===== config.mk =====
export PLATFORM = sky130hd
export DESIGN_NAME = burst_addr_seq
export DESIGN_NICKNAME = d
export VERILOG_FILES = /design/src/rtl/burst_seq_pkg.sv /design/src/rtl/burst_base_reg.sv /design/src/rtl/burst_beat_ctr.sv /design/src/rtl/burst_order_map.sv /design/src/rtl/burst_addr_seq.sv
export SDC_FILE = /design/constraint.sdc
export NUM_CORES = 1
export LEC_CHECK = 0
export BUFFER_PORTS_ARGS = -buffer_cell sky130_fd_sc_hd__buf_2
export CORE_ASPECT_RATIO = 1.5
export CORE_MARGIN = 2
export CORE_UTILIZATION = 49
export DETAILED_ROUTE_END_ITERATION = 12
export HOLD_SLACK_MARGIN = 0.06
export PLACE_DENSITY = 0.88
export REMOVE_ABC_BUFFERS = 1
export SLEW_MARGIN = 40
export SYNTH_ARGS = -nofsm -noshare
export SYNTH_HDL_FRONTEND = slang
export SYNTH_SLANG_ARGS = --single-unit
export TNS_END_PERCENT = 20

===== constraint.sdc =====
create_clock -name clk -period 2.07 [get_ports clk]
set_input_delay 0.1035 -clock clk [delete_from_list [all_inputs] [get_ports clk]]
set_output_delay 0.1035 -clock clk [all_outputs]
set_load 0.01 [all_outputs]

===== src/rtl/burst_seq_pkg.sv =====
package burst_seq_pkg;
  typedef enum logic {
    ORD_INTERLEAVE = 1'b0,
    ORD_LINEAR     = 1'b1
  } burst_order_e;
endpackage


===== src/rtl/burst_base_reg.sv =====
module burst_base_reg
  import burst_seq_pkg::*;
#(
  parameter int ADDR_W = 20
) (
  input  logic              clk,
  input  logic              rst_n,
  input  logic              load_i,
  input  logic              order_sel_i,
  input  logic [ADDR_W-1:0] start_addr_i,
  output logic [ADDR_W-1:0] base_o,
  output burst_order_e      order_o
);
  // Start address and order are captured only on a strobe.
  always_ff @(posedge clk or negedge rst_n) begin
    if (!rst_n) begin
      base_o  <= '0;
      order_o <= ORD_INTERLEAVE;
    end else if (load_i) begin
      base_o  <= start_addr_i;
      order_o <= order_sel_i ? ORD_LINEAR : ORD_INTERLEAVE;
    end
  end
endmodule


===== src/rtl/burst_beat_ctr.sv =====
module burst_beat_ctr #(
  parameter int CNT_W = 2
) (
  input  logic             clk,
  input  logic             rst_n,
  input  logic             load_i,
  input  logic             adv_i,
  output logic [CNT_W-1:0] beat_o,
  output logic             last_o,
  output logic             wrap_o
);
  localparam logic [CNT_W-1:0] LAST_BEAT = {CNT_W{1'b1}};

  logic step;
  assign step   = adv_i && !load_i;
  assign last_o = (beat_o == LAST_BEAT);
  assign wrap_o = step && last_o;

  // A load clears the count; otherwise an advance steps it, wrapping naturally.
  always_ff @(posedge clk or negedge rst_n) begin
    if (!rst_n)      beat_o <= '0;
    else if (load_i) beat_o <= '0;
    else if (step)   beat_o <= beat_o + 1'b1;
  end
endmodule


===== src/rtl/burst_order_map.sv =====
module burst_order_map
  import burst_seq_pkg::*;
#(
  parameter int CNT_W = 2
) (
  input  logic [CNT_W-1:0] start_lo_i,
  input  logic [CNT_W-1:0] beat_i,
  input  burst_order_e     order_i,
  output logic [CNT_W-1:0] addr_lo_o
);
  function automatic logic [CNT_W-1:0] interleave_addr(
    input logic [CNT_W-1:0] s, input logic [CNT_W-1:0] b);
    return s ^ b;
  endfunction

  function automatic logic [CNT_W-1:0] linear_addr(
    input logic [CNT_W-1:0] s, input logic [CNT_W-1:0] b);
    return s + b;
  endfunction

  always_comb begin
    unique case (order_i)
      ORD_LINEAR:     addr_lo_o = linear_addr(start_lo_i, beat_i);
      default:        addr_lo_o = interleave_addr(start_lo_i, beat_i);
    endcase
  end
endmodule


===== src/rtl/burst_addr_seq.sv =====
module burst_addr_seq
  import burst_seq_pkg::*;
#(
  parameter int ADDR_W = 20,
  parameter int CNT_W  = 2
) (
  input  logic              clk,
  input  logic              rst_n,
  input  logic              load_i,
  input  logic              adv_i,
  input  logic              order_sel_i,
  input  logic [ADDR_W-1:0] start_addr_i,
  output logic [ADDR_W-1:0] addr_o,
  output logic              last_beat_o
);
  localparam int UP_W = ADDR_W - CNT_W;

  logic [ADDR_W-1:0] base_q;
  burst_order_e      order_q;
  logic [CNT_W-1:0]  beat_q;
  logic [CNT_W-1:0]  addr_lo;
  logic              wrap_evt;
  logic              load_evt;
  logic              step_evt;

  assign load_evt = load_i;
  assign step_evt = adv_i && !load_i;

  burst_base_reg #(.ADDR_W(ADDR_W)) base_i (
    .clk          (clk),
    .rst_n        (rst_n),
    .load_i       (load_i),
    .order_sel_i  (order_sel_i),
    .start_addr_i (start_addr_i),
    .base_o       (base_q),
    .order_o      (order_q)
  );

  burst_beat_ctr #(.CNT_W(CNT_W)) ctr_i (
    .clk    (clk),
    .rst_n  (rst_n),
    .load_i (load_i),
    .adv_i  (adv_i),
    .beat_o (beat_q),
    .last_o (last_beat_o),
    .wrap_o (wrap_evt)
  );

  burst_order_map #(.CNT_W(CNT_W)) map_i (
    .start_lo_i (base_q[CNT_W-1:0]),
    .beat_i     (beat_q),
    .order_i    (order_q),
    .addr_lo_o  (addr_lo)
  );

  assign addr_o = {base_q[ADDR_W-1:CNT_W], addr_lo};

  if (UP_W < 1) begin : g_bad_width
    initial $error("ADDR_W must exceed CNT_W");
  end
endmodule


==> flow_summary.ini <==
[run_status]
status = finished, final reports clean

[critical_path]
critPathLaunchType = flop
critical-path-top-delay-family = flip-flops
endpoint_kind = primary output
r2r-end = ctr_i.beat_o[1]
cp_slowest_stage_delay_ns = 0.42
critical_path.cell_chain = ha_1 > nand2_1 > xnor2_1 > buf_2
crit-reg2reg-launch = ctr_i.beat_o[0]
worst_ep_arrival_time_ns = 1.24
reg2reg_slack_ns = 1.05
criticalPathCategory = flop to primary output
critPathSlowestCell = dfrtp_1
r2r_cells = 3
cp_data_required_time_ns = 1.97
worstPathMaxFanout = 3
critPathBufInv = 1

[power]
power_leakage_nw = 0.6789
fin_total_pwr_w = 0.0009082
powerDensity_mw_per_mm2 = 656.3
ir_worst_vdd_v = 0.0004151

[place]
gp_congestion = 0.7570
portBuffers = 45

[layout]
n_fill_cell = 160
synthToLayoutAreaGrowth_pct = 32.30
drive_above_1_share = 0.5565
regArea_um2 = 575.6
antennaDiodeCount = 0
nets = 152
multi_input_area_um2 = 309.0

[floorplan]
die_x_um = 41.73
rows = 20
core-area_mm2 = 0.002027
die_area_mm2 = 0.002528
initial_core_util = 0.5160
ioPinCount = 46
die_y_um = 60.59

[synthesis]
synth-warning-count = 0
avgSynthCellArea_um2 = 14.14
ys_types = 11
ys_ff_latch = 23
syn_inst = 74
synthesis.area_mm2 = 0.001046
yosysSeqAreaShare = 0.5502

[clock_network]
clock_path_buffers = 2
cts_setup_buffers = 0
cts.sinks = 23
path_clk_slew_ns = 0.11
cts-htree-levels = 1
holdBufCountCts = 22
cts_tree = done
worstSkewPairLatency_ns = 0.29
cts_resized = 0
cts_buffers = 3
root_buffer = clkbuf_4

[global_route]
grt_pass1_vias = 740
grt_pass1_wl_um = 3008
grt-ovfl-total = 0
antenna_found_initial = 0
grt_start_max_net_pins = 24
grt_usage = 0.1609

[routing]
ant_nets = 0
first_pass_iters = 1
finalWirelength_um = 1904
vias = 695
wl_per_cell_um = 13.04
drtIter0Drc = 0
drc = 0
viasPerCell = 4.760

[timing]
finalMaxSlewViolations = 0
period_needed_ns = 1.345
fmaxAchievable_mhz = 743.3
fin_crit_sh = 0.6499
slew-limit-headroom = 0.6742
finalHoldViolations = 0
clock_skew_ns = 0.00001577
finalSetupTns_ns = 0
setup_viol = 0
rsz0062_at_grt = no
tightest_slew_ns = 0.4886

[run]
maxCapViolCount = 0

[min_path]
worstHoldPathCells = 3
worstHoldStart = adv_i
worstHoldPathType = input pin to flop
worstHoldEndpoint = ctr_i.beat_o[0]
[tightest hold or removal path: stages]
cell     delay (ns)
buf_2          0.11
xnor2_1        0.11
nor2_1         0.04
[synthesized netlist by cell type (all sizes together)]
cell | n | area (µm²)
xnor2 | 2 | 17.52
nor2 | 2 | 7.510
clkbuf | 1 | 3.750
xor2 | 1 | 8.760
dfrtp | 23 | 575.6
mux2 | 21 | 236.5
nand2 | 1 | 3.750
buf | 20 | 157.7
mux2i | 1 | 10.01
ha | 2 | 25.02
[worst max-delay path by stage]
stage	start	end	slack [ns]	depth (start not counted)
after detailed placement	load_i	base_i.base_o[0]	1.03	2
after floorplan	ctr_i.beat_o[0]	ctr_i.beat_o[1]	1.12	3
after global placement	ctr_i.beat_o[0]	addr_o[1]	1.07	4
after CTS	ctr_i.beat_o[0]	addr_o[1]	0.71	4
final	ctr_i.beat_o[0]	addr_o[1]	0.72	4
after global routing	ctr_i.beat_o[0]	addr_o[1]	0.65	4
[cells in the final DEF, fill, tap and decap left out, drive strengths merged]
master and n:
dfrtp 23, nor2 2, dlygate4sd3 22, nand2 1, xor2 1, mux2 21
xnor2 2, buf 45, ha 2, clkbuf 4, mux2i 1
[registers in the layout, indices dropped and copies added, names as in the netlist]
| signal | cells |
|---|---|
| base_i.base_o | 20 |
| ctr_i.beat_o | 2 |
| base_i.order_o | 1 |
[routing by layer]
| layer | wire, µm | GRT usage |
|---|---|---|
| met4 | 27 | 0.09677 |
| met5 | 0 | 0 |
| met3 | 81 | 0.01488 |
| met2 | 1117 | 0.3304 |
| met1 | 677 | 0.1515 |
[per-stage QoR]
step | cell area [µm²] | setup WS [ns] | hold slack (ns) | instances | util
after floorplan | 884.6 | 1.118 | -0.1921 | 53 | -
after global placement | 1137 | 1.066 | 0.08894 | 120 | 0.5611
after detailed placement | 1137 | 1.031 | 0.09356 | 120 | 0.5611
after CTS | 1384 | 0.7053 | 0.08890 | 146 | 0.6827
after global routing | 1384 | 0.6528 | 0.1201 | 146 | 0.6827
final | 1384 | 0.7247 | 0.09519 | 146 | 0.6827
[power breakdown]
| group | switching, W | internal, W | leakage (nW) |
|---|---|---|---|
| sequential | 0.0000245 | 0.000494 | 0.272 |
| clock | 0.000114 | 0.0000748 | 0.0150 |
| combinational | 0.0000831 | 0.000119 | 0.392 |
[layout make-up]
class,count,share of cell area
Sequential cell,23,0.4159
Timing Repair Buffer,67,0.3219
Multi-Input combinational cell,30,0.2233
Tap cell,22,0.01989
Clock buffer,4,0.01899
[cell families (layout without fill, tap and decap cells)]
logic type,Yosys count,in the layout,synth area share
DFF,23,23,0.5502
and+or+nand+nor,3,3,0.01076
muxes,22,22,0.2356
xor gates and xnor gates,3,3,0.02512
adders and majority gates,2,2,0.02392
buffers and inverters,21,71,0.1543
(Power assumes the default switching activity.)
